<file path="config.mk">
export PLATFORM = sky130hd
export DESIGN_NAME = diffphase_tx
export DESIGN_NICKNAME = d
export VERILOG_FILES = /design/src/rtl/diffphase_pkg.sv /design/src/rtl/diffphase_enc.sv /design/src/rtl/diffphase_wave.sv /design/src/rtl/diffphase_tx.sv
export SDC_FILE = /design/constraint.sdc
export NUM_CORES = 1
export LEC_CHECK = 0
export ABC_AREA = 1
export BUFFER_PORTS_ARGS = -buffer_cell sky130_fd_sc_hd__buf_2
export CAP_MARGIN = 0
export CORE_MARGIN = 2
export CORE_UTILIZATION = 43
export DETAILED_ROUTE_END_ITERATION = 6
export GPL_TIMING_DRIVEN = 0
export HOLD_SLACK_MARGIN = 0.1
export PLACE_DENSITY_LB_ADDON = 0.12
export RECOVER_POWER = 50
export SLEW_MARGIN = 0
export SYNTH_ARGS = -nofsm -noshare
export SYNTH_HDL_FRONTEND = slang
export SYNTH_SLANG_ARGS = --single-unit
</file>
<file path="constraint.sdc">
create_clock -name clk -period 3.5 [get_ports clk]
set_input_delay 1.05 -clock clk [delete_from_list [all_inputs] [get_ports clk]]
set_output_delay 1.05 -clock clk [all_outputs]
set_load 0.05 [all_outputs]
</file>
<file path="src/rtl/diffphase_pkg.sv">
package diffphase_pkg;

  localparam int SAMPLE_W  = 12;
  localparam int TABLE_LEN = 16;
  localparam int TABLE_AW  = $clog2(TABLE_LEN);

  typedef logic signed [SAMPLE_W-1:0] sample_t;

  // One carrier cycle, amplitude 2047; the code -2048 is never stored,
  // so negating any entry stays in range.
  function automatic sample_t carrier_at(input logic [TABLE_AW-1:0] idx);
    sample_t v;
    case (idx)
      4'd0:  v = 12'sd0;
      4'd1:  v = 12'sd783;
      4'd2:  v = 12'sd1447;
      4'd3:  v = 12'sd1891;
      4'd4:  v = 12'sd2047;
      4'd5:  v = 12'sd1891;
      4'd6:  v = 12'sd1447;
      4'd7:  v = 12'sd783;
      4'd8:  v = 12'sd0;
      4'd9:  v = -12'sd783;
      4'd10: v = -12'sd1447;
      4'd11: v = -12'sd1891;
      4'd12: v = -12'sd2047;
      4'd13: v = -12'sd1891;
      4'd14: v = -12'sd1447;
      default: v = -12'sd783;
    endcase
    return v;
  endfunction

endpackage

</file>
<file path="src/rtl/diffphase_enc.sv">
module diffphase_enc #(
  parameter int SAMPLES_PER_BIT = 16,
  localparam int CNT_W = (SAMPLES_PER_BIT > 1) ? $clog2(SAMPLES_PER_BIT) : 1
) (
  input  logic             clk,
  input  logic             rst_n,
  input  logic             ce,
  input  logic             in_valid,
  input  logic             in_bit,
  output logic             in_ready,
  output logic             sym_o,
  output logic             active_o,
  output logic [CNT_W-1:0] cnt_o
);

  logic [CNT_W-1:0] cnt_q, cnt_d;
  logic             sym_q, sym_d;
  logic             act_q, act_d;
  logic             last;

  always_comb begin
    last     = (cnt_q == CNT_W'(SAMPLES_PER_BIT - 1));
    in_ready = ce & last;
    cnt_d    = cnt_q;
    sym_d    = sym_q;
    act_d    = act_q;
    if (ce) begin
      cnt_d = last ? '0 : cnt_q + 1'b1;
      if (last) begin
        if (in_valid) begin
          sym_d = ~(in_bit ^ sym_q);
          act_d = 1'b1;
        end else begin
          act_d = 1'b0;
        end
      end
    end
  end

  always_ff @(posedge clk or negedge rst_n) begin
    if (!rst_n) begin
      cnt_q <= '0;
      sym_q <= 1'b1;
      act_q <= 1'b1;
    end else begin
      cnt_q <= cnt_d;
      sym_q <= sym_d;
      act_q <= act_d;
    end
  end

  assign sym_o    = sym_q;
  assign active_o = act_q;
  assign cnt_o    = cnt_q;

  // data 1 keeps the symbol, data 0 flips it
  assert_one_keeps_R3: assert property (@(posedge clk) disable iff (!rst_n)
    (in_ready && in_valid && in_bit) |=> $stable(sym_o));
  assert_zero_flips_R3: assert property (@(posedge clk) disable iff (!rst_n)
    (in_ready && in_valid && !in_bit) |=> (sym_o != $past(sym_o)));
  // a taken bit starts a fresh period
  assert_ready_boundary_R5: assert property (@(posedge clk) disable iff (!rst_n)
    in_ready |=> (cnt_o == '0));
  // a missed boundary gives a silent period and keeps the encoder memory
  assert_hold_on_idle_R6: assert property (@(posedge clk) disable iff (!rst_n)
    (in_ready && !in_valid) |=> (!active_o && $stable(sym_o)));
  // no progress without the enable
  assert_ce_gate_R7: assert property (@(posedge clk) disable iff (!rst_n)
    !ce |=> ($stable(cnt_o) && $stable(sym_o) && $stable(active_o)));

endmodule

</file>
<file path="src/rtl/diffphase_wave.sv">
module diffphase_wave
  import diffphase_pkg::*;
#(
  parameter int SAMPLES_PER_BIT = 16,
  localparam int CNT_W = (SAMPLES_PER_BIT > 1) ? $clog2(SAMPLES_PER_BIT) : 1
) (
  input  logic             clk,
  input  logic             rst_n,
  input  logic             ce,
  input  logic             sym_i,
  input  logic             active_i,
  input  logic [CNT_W-1:0] cnt_i,
  output logic             out_valid,
  output sample_t          out_sample
);

  logic [TABLE_AW-1:0] idx;
  sample_t             mag;
  sample_t             sample_d;
  sample_t             sample_q;
  logic                valid_q;

  always_comb begin
    idx      = TABLE_AW'((int'(cnt_i) * TABLE_LEN) / SAMPLES_PER_BIT);
    mag      = carrier_at(idx);
    sample_d = '0;
    if (active_i) sample_d = sym_i ? mag : -mag;
  end

  always_ff @(posedge clk or negedge rst_n) begin
    if (!rst_n) begin
      valid_q  <= 1'b0;
      sample_q <= '0;
    end else begin
      valid_q <= ce;
      if (ce) sample_q <= sample_d;
    end
  end

  assign out_valid  = valid_q;
  assign out_sample = sample_q;

  assert_no_overflow_R9: assert property (@(posedge clk) disable iff (!rst_n)
    out_sample != {1'b1, {(SAMPLE_W-1){1'b0}}});
  assert_idle_zero_R6: assert property (@(posedge clk) disable iff (!rst_n)
    (ce && !active_i) |=> (out_sample == '0));
  assert_valid_follows_ce_R8: assert property (@(posedge clk) disable iff (!rst_n)
    ce |=> out_valid);
  assert_hold_sample_R7: assert property (@(posedge clk) disable iff (!rst_n)
    !ce |=> (!out_valid && $stable(out_sample)));

endmodule

</file>
<file path="src/rtl/diffphase_tx.sv">
module diffphase_tx
  import diffphase_pkg::*;
#(
  parameter int SAMPLES_PER_BIT = 16
) (
  input  logic                clk,
  input  logic                rst_n,
  input  logic                ce,
  input  logic                in_valid,
  input  logic                in_bit,
  output logic                in_ready,
  output logic                out_valid,
  output logic [SAMPLE_W-1:0] out_sample
);

  localparam int CNT_W = (SAMPLES_PER_BIT > 1) ? $clog2(SAMPLES_PER_BIT) : 1;

  logic [1:0]       rst_sync_q;
  logic             rst_int_n;
  logic             sym;
  logic             active;
  logic [CNT_W-1:0] cnt;
  logic             ready_raw;
  sample_t          sample;

  // asynchronous assertion, synchronous release
  always_ff @(posedge clk or negedge rst_n) begin
    if (!rst_n) rst_sync_q <= 2'b00;
    else        rst_sync_q <= {rst_sync_q[0], 1'b1};
  end
  assign rst_int_n = rst_sync_q[1];

  diffphase_enc #(.SAMPLES_PER_BIT(SAMPLES_PER_BIT)) u_enc (
    .clk      (clk),
    .rst_n    (rst_int_n),
    .ce       (ce),
    .in_valid (in_valid),
    .in_bit   (in_bit),
    .in_ready (ready_raw),
    .sym_o    (sym),
    .active_o (active),
    .cnt_o    (cnt)
  );

  diffphase_wave #(.SAMPLES_PER_BIT(SAMPLES_PER_BIT)) u_wave (
    .clk        (clk),
    .rst_n      (rst_int_n),
    .ce         (ce),
    .sym_i      (sym),
    .active_i   (active),
    .cnt_i      (cnt),
    .out_valid  (out_valid),
    .out_sample (sample)
  );

  assign in_ready   = ready_raw & rst_int_n;
  assign out_sample = sample;

  // nothing leaves the block while reset is held
  assert_quiet_in_reset_R1: assert property (@(posedge clk)
    !rst_n |-> (!out_valid && !in_ready));

endmodule

</file>
After elaboration in Yosys (flattened, before gate mapping):

Memory sizes are Yosys's and may differ from the RTL's.
Cells that the tools add are included.
W data, S select, Z words.

* register bits: 21
* bits in read-only memories: 192
* input port bits: 5
* memories: 1

* $add $sub $neg: 2
* eq/ne operators: 1
* muxes and demuxes: 4
* bitwise gates (word level): 4
* reductions and logical operators: 2

Memory list
* (name not given): depth 16, bits a word 12, read ports 1, clocked after Yosys merged registers in 0, wr ports 0, line diffphase_pkg.sv:13 `case (idx)`

Operators by type and width (count)
* $mux W12: 2
* $neg A12 Y12: 1
* $add A4 B1 Y4 const B: 1
* $eq A4 B4 Y1 const B: 1
* $mux W4: 1
* $reduce_and A3 Y1: 1
* $and A1 B1 Y1: 2
* $reduce_and A2 Y1: 1
* $mux W1: 1
* $not A1 Y1: 1
* $xor A1 B1 Y1: 1

Depth between registers and ports, before layout:

Gate-level depths: netlist of the first run.
An unclocked memory read counts as a cell.

* depth after elaboration: 4
* depth in mapped cells: 13

By module:

A second synthesis of the first run with hierarchy kept.

* cells, all modules: 214
* area, all modules: 1540.2 µm²

Modules (own cells, without submodules)
* diffphase_wave: times used 1, cells each 169, area an instance 1169.9 µm², seq. area each 325.3 µm²
* diffphase_enc: times used 1, cells each 40, area an instance 309.0 µm², seq. area each 152.6 µm²
* diffphase_tx: times used 1, cells each 5, area an instance 61.3 µm², seq. area each 50.0 µm²

Least setup slack after synthesis of the first run:

No wires, ideal clock.

* path type: input-to-output
* start: in ce
* end: out in_ready
* arrival time: 1974 ps
* required time: 2450 ps
* setup slack: 476 ps
* stages: 4
* buffers on the path: 0
* cell sequence: nand3_1 nor2_1 inv_1 nor2_1

* cells in the longest elaborated chain, start to end: 2

Ends and longest elaborated chain
* start, declared: line diffphase_tx.sv:8 `input logic ce,`
* $and A1 B1 Y1: line diffphase_enc.sv:23 `in_ready = ce & last;`
* $and A1 B1 Y1: line diffphase_tx.sv:56 `assign in_ready = ready_raw & rst_int_n;`
* end, declared: line diffphase_tx.sv:11 `output logic in_ready,`

Every way passes these cells.

Worst setup path in the final report of the first run:

Same ends and word-level chain as after synthesis.

==> results of run 1 <==
==> cells in the final DEF (no fill, tap or decap), drive strengths merged <==
cell type and instances:
nand2 79, o31ai 1, dfstp 2, ha 8, o211ai 1, nor2 11, dfrtp 19, buf 18
clkbuf 7, a21boi 1, nand3 17, a21oi 6, o21ai 10, clkinv 1, xor2 2, o22ai 1
conb 1, xnor2 1, inv 23
==> kinds of logic after synthesis <==
kind of cell             after synthesis
AND/OR/NAND/NOR                      107
buffers and inverters                 27
flip-flops                            21
AO/OA/AOI/OAI                         20
adder cells (fa/ha/maj)                8
XOR/XNOR                               3
other                                  1
==> worst max-delay path: stages <==
cell and delay [ns]:
clkbuf_1 0.26, nand3_1 0.18, nor2_1 0.15, inv_1 0.07, nor2_1 0.08, buf_2 0.26
==> per-stage QoR <==
| step | hold slack, ns | total power, W | setup slack (ns) | utilization (%) | instances |
|---|---|---|---|---|---|
| CTS | 0.363 | 0.00150 | 0.526 | 50.9 | 253 |
| global placement | 0.334 | 0.00135 | 0.545 | 50.0 | 249 |
| global route | 0.374 | 0.00163 | 0.217 | 50.8 | 253 |
| floorplan | 0.247 | 0.00119 | 0.476 | - | 187 |
| finish | 0.344 | 0.00149 | 0.395 | 50.8 | 253 |
| detailed placement | 0.340 | 0.00137 | 0.532 | 50.0 | 249 |
==> cell type report <==
class	instances	area (um2)
Fill cell	326	1520
Tap cell	44	55.1
Timing Repair Buffer	18	87.6
Multi-Input combinational cell	139	752
Clock buffer	3	22.5
Sequential cell	21	528
Clock inverter	1	5.00
Buffer	4	26.3
Inverter	23	86.3
==> final timing paths <==
kind | slack, ns | cells past startpoint | end
setup / recovery | 0.39 | 6 | in_ready
hold / removal | 0.34 | 0 | u_enc.cnt_o[2]
setup reg to reg | 1.56 | 12 | u_wave.out_sample[9]
hold reg to reg | 0.34 | 0 | u_enc.cnt_o[2]
max in group asynchronous | 2.66 | 0 | u_wave.out_sample[7]
min in group clk | 0.37 | 0 | rst_sync_q[1]
==> power groups by stage <==
stage                     Combinational, W  Sequential (W)  Clock (W)
after global placement            0.000966        0.000387          0
final                             0.000977        0.000383   0.000126
after global routing               0.00109        0.000393   0.000143
after floorplan                   0.000651        0.000540          0
after detailed placement          0.000979        0.000389          0
after CTS                         0.000983        0.000384   0.000136
==> layer usage <==
metal	global-route usage, %	share of wire (%)	vias up
met5	0	0	-
met4	5.59	0.86	0
met3	2.56	3.1	4
met2	28.7	48	17
met1	21.7	48	521
li1	-	-	626
==> registers in the layout, summed over array words and instances, names as in the netlist <==
register and count:
u_wave.out_sample 12, u_enc.sym_o 1, u_wave.out_valid 1, rst_sync_q 2, u_enc.cnt_o 4, u_enc.active_o 1
==> flow_summary.ini, run 1 <==
[clocking]
htreeDepth = 1
cts_sinks = 21
cts_buffers = 3
clk_pin_slew_ns = 0.13
worstSkewPairLatency_ns = 0.31
cts_tree = yes
cts_setup_buffers = 0
cts_resized = 0
root_buffer = clkbuf_4
cts_max_path_buffers = 2
cts_hold_buf = 0

[logic_synthesis]
yosysUniqueCellTypes = 29
synth_nets = 200
synth_ff_type = dfrtp_1
yosysSeqAreaShare_pct = 37.9
synthTopCellsByArea = dfrtp_1 (34%), nand2_1 (19%), ha_1 (7.2%)
synth.largest_area_cell = dfrtp_1
synth-async-reset-ratio_pct = 100
ys_warn_count = 0
synth_edf_count = 0
synth-simple-area-share_pct = 36.6
synth_top_area_share_pct = 34.1
synth-xor-area-share_pct = 1.89
synthMostInstantiatedCell = nand2_1
synth_seq_cells = 21
synth.mux.area_fraction_pct = 0
synth_compound_area_share_pct = 8.09
synth_top_family_by_area = simple AND/OR/NAND/NOR gates
synth_commonest_cells = nand2_1 (71), inv_1 (20), dfrtp_1 (19), nand3_1 (13), ha_1 (8)
avgSynthCellArea_um2 = 7.45
syn_inst = 187
syn_area_um2 = 1390
synthAdderAreaFrac_pct = 7.19

[sta]
drv_slew = 0
worstMarginPinSlew_ns = 0.811
rsz0062_at_grt = false
fin_crit_ns = 3.11
finalCritPeriodShare_pct = 88.7
skew_ns = 0.00405
max-slew-margin-rel_pct = 46.0
fin_setup_tns_ns = 0
setup_viol = 0
fmax_mhz = 322
hold_viol_final = 0

[job]
drv_cap = 0

[critical_path]
required_ns = 2.45
startpoint = ce
critPathKind = input port to primary output
worstPathArrival_ns = 2.06
critPathMaxFanout = 8
cp-end-kind = primary output
r2r_start = u_enc.cnt_o[1]
critPathLaunchType = input port

[die]
boundaryPins = 19
die_w_um = 60.9
core-area_um2 = 3080
num_rows = 20
start_util_pct = 45.2
die_h_um = 60.9
dieArea_um2 = 3710

[placed_design]
gp_congestion = 0.792
io_buffers = 18
postPlaceCellArea_um2 = 1540
place_hpwl_um = 2070

[cells_and_area]
fin_nets = 223
fin_area_um2 = 1560
drive_gt1_share_pct = 21.1
synthToLayoutAreaGrowth_pct = 12.2
diodes = 0

[power]
ir_drop_mv = 0.366
power-per-cell-area_nw_per_um2 = 951
power.switching_w = 0.000824
power.internal_w = 0.000662
p_clk_share_pct = 8.5
comb_power_share_pct = 65.7
p_sw_share_pct = 55.5
p_leak_nw = 0.899
power_frac_seq_pct = 25.8

[global_route]
overflow = 0
grt.total_usage_pct = 16.8
grt_pass1_vias = 1089
grt_start_max_net_pins = 21
antenna_found_initial = 0
grt_pass1_wl_um = 4710

[route]
drtAntennaViolNets = 0
via_count = 1168
drc_errors = 0
wire_per_inst_um = 10.6
drt-initial-drc-count = 20
totalWireLength_um = 2690
vias_per_cell = 4.62
drt_first_pass_iters = 4

[run_status]
run_status = complete, no violations

[worst_hold_path]
worstHoldPathType = flop to asynchronous set/reset pin
No activity file was read; power rests on OpenSTA's default activity.
==> inputs of run 2 (changes only) <==
- BUFFER_PORTS_ARGS: -buffer_cell sky130_fd_sc_hd__buf_2 -> -buffer_cell sky130_fd_sc_hd__buf_4
- CORE_UTILIZATION: 43 -> 30
==> run 2 against run 1 <==
Against the previous run:
- die area up 40%
- setup slack gained 0.030 ns
- clock skew is 0.0023 ns lower
- combinational power barely moved
- worst hold slack got worse by 0.0086 ns
- routed wire length up 6.4%
- cell count grew 3.2%
- critical endpoint unchanged
- largest cell class unchanged
- clock power is 26% higher
- utilization down 14 points
==> flow_summary.ini, run 2 (same netlist as run 1, synthesis figures left out) <==
[run_status]
run_status = complete, no violations

[sta]
setup_viol = 0
fmax_mhz = 325
finalCritPeriodShare_pct = 87.9
max-slew-margin-rel_pct = 46.8
hold_viol_final = 0
fin_crit_ns = 3.07
worstMarginPinSlew_ns = 0.799
skew_ns = 0.00173
fin_setup_tns_ns = 0
rsz0062_at_grt = false
drv_slew = 0

[power]
p_leak_nw = 0.907
power.internal_w = 0.000727
power.switching_w = 0.000827
p_clk_share_pct = 10.2
p_sw_share_pct = 53.2
power_w = 0.00155
power_frac_seq_pct = 25.0
comb_power_share_pct = 64.8
ir_drop_mv = 0.366
power-per-cell-area_nw_per_um2 = 953

[route]
drtAntennaViolNets = 0
drt-initial-drc-count = 39
drc_errors = 0
drt_first_pass_iters = 4
vias_per_cell = 4.47
wire_per_inst_um = 11.0
totalWireLength_um = 2860
via_count = 1166

[die]
die_h_um = 72.1
start_util_pct = 31.5
die_w_um = 72.1
dieArea_um2 = 5200
boundaryPins = 19
num_rows = 24
core-area_um2 = 4410

[critical_path]
critPathKind = input port to primary output
required_ns = 2.45
critPathLaunchType = input port
critPathMaxFanout = 8
rr_worst_depth = 12
cp-end-kind = primary output
r2r_start = u_enc.cnt_o[1]
r2r_slack_ns = 1.54
r2r_end = u_wave.out_sample[9]
worstPathArrival_ns = 2.02

[clocking]
htreeDepth = 1
cts_sinks = 21
cts_hold_buf = 0
cts_buffers = 3
root_buffer = clkbuf_8
cts_setup_buffers = 0
cts_tree = yes
cts_max_path_buffers = 2
cts_resized = 0
worstSkewPairLatency_ns = 0.26
clk_pin_slew_ns = 0.08

[cells_and_area]
diodes = 0
final_common_cell = nand2_1
layout_common_cells = nand2_1 (71), inv_1 (20), dfrtp_1 (19), buf_4 (17), nand3_1 (13)
largest_reg_flops = 12
utilization_pct = 36.9
fin_nets = 223
drive_gt1_share_pct = 20.6
nFillCells = 496
synthToLayoutAreaGrowth_pct = 17.1

[global_route]
grt_pass1_vias = 1124
grt_pass1_wl_um = 5090
grt.total_usage_pct = 12.3
grt_start_max_net_pins = 21
overflow = 0
antenna_found_initial = 0

[placed_design]
gp_congestion = 0.763
io_buffers = 18
place_hpwl_um = 2250

[worst_hold_path]
worstHoldPathType = flop to asynchronous set/reset pin

[job]
drv_cap = 0
[run 2: stage by stage]
stage	instances	area, um2	setup WS [ns]	hold slack [ns]
after CTS	261	1640	0.618	0.358
after floorplan	187	1390	0.476	0.247
after global routing	261	1630	0.298	0.370
after global placement	257	1590	0.637	0.332
after detailed placement	257	1590	0.626	0.339
final	261	1630	0.425	0.335
[run 2: cell type report]
cell class / count / area (um2) / share of cell area (%)
inverter: 23 / 86.3 / 5.30
tap: 52 / 65.1 / 3.99
timing repair buffer: 18 / 128 / 7.83
multi-input combinational: 139 / 752 / 46.1
sequential: 21 / 528 / 32.4
clock buffer: 4 / 45.0 / 2.76
buffer: 4 / 26.3 / 1.61
[run 2: layer usage]
metal	GRT usage, %	vias to the layer above	routed length [um]
met1	16.6	527	1470
met4	2.52	0	17
met3	3.47	2	98
met2	19.9	16	1280
met5	0	-	0
li1	-	621	-
[run 2: power groups by stage]
| stage | combinational, W | clock, W | sequential (W) |
|---|---|---|---|
| 2_1_floorplan | 0.000651 | 0 | 0.000540 |
| 3_3_place_gp | 0.00102 | 0 | 0.000392 |
| 3_5_place_dp | 0.00102 | 0 | 0.000395 |
| 4_1_cts | 0.00102 | 0.000171 | 0.000389 |
| 5_1_grt | 0.00113 | 0.000177 | 0.000402 |
| 6_report | 0.00101 | 0.000159 | 0.000388 |
[run 2: worst max path at each step]
stage / startpoint / end / cells past startpoint
floorplan: ce / in_ready / 4
global placement: ce / in_ready / 6
detailed placement: ce / in_ready / 6
CTS: ce / in_ready / 6
global route: ce / in_ready / 6
finish: ce / in_ready / 6
[run 2: critical path, cell delays in order]
cell and delay (ns):
clkbuf_1 0.28, nand3_1 0.18, nor2_1 0.15, inv_1 0.07, nor2_1 0.09, buf_4 0.20
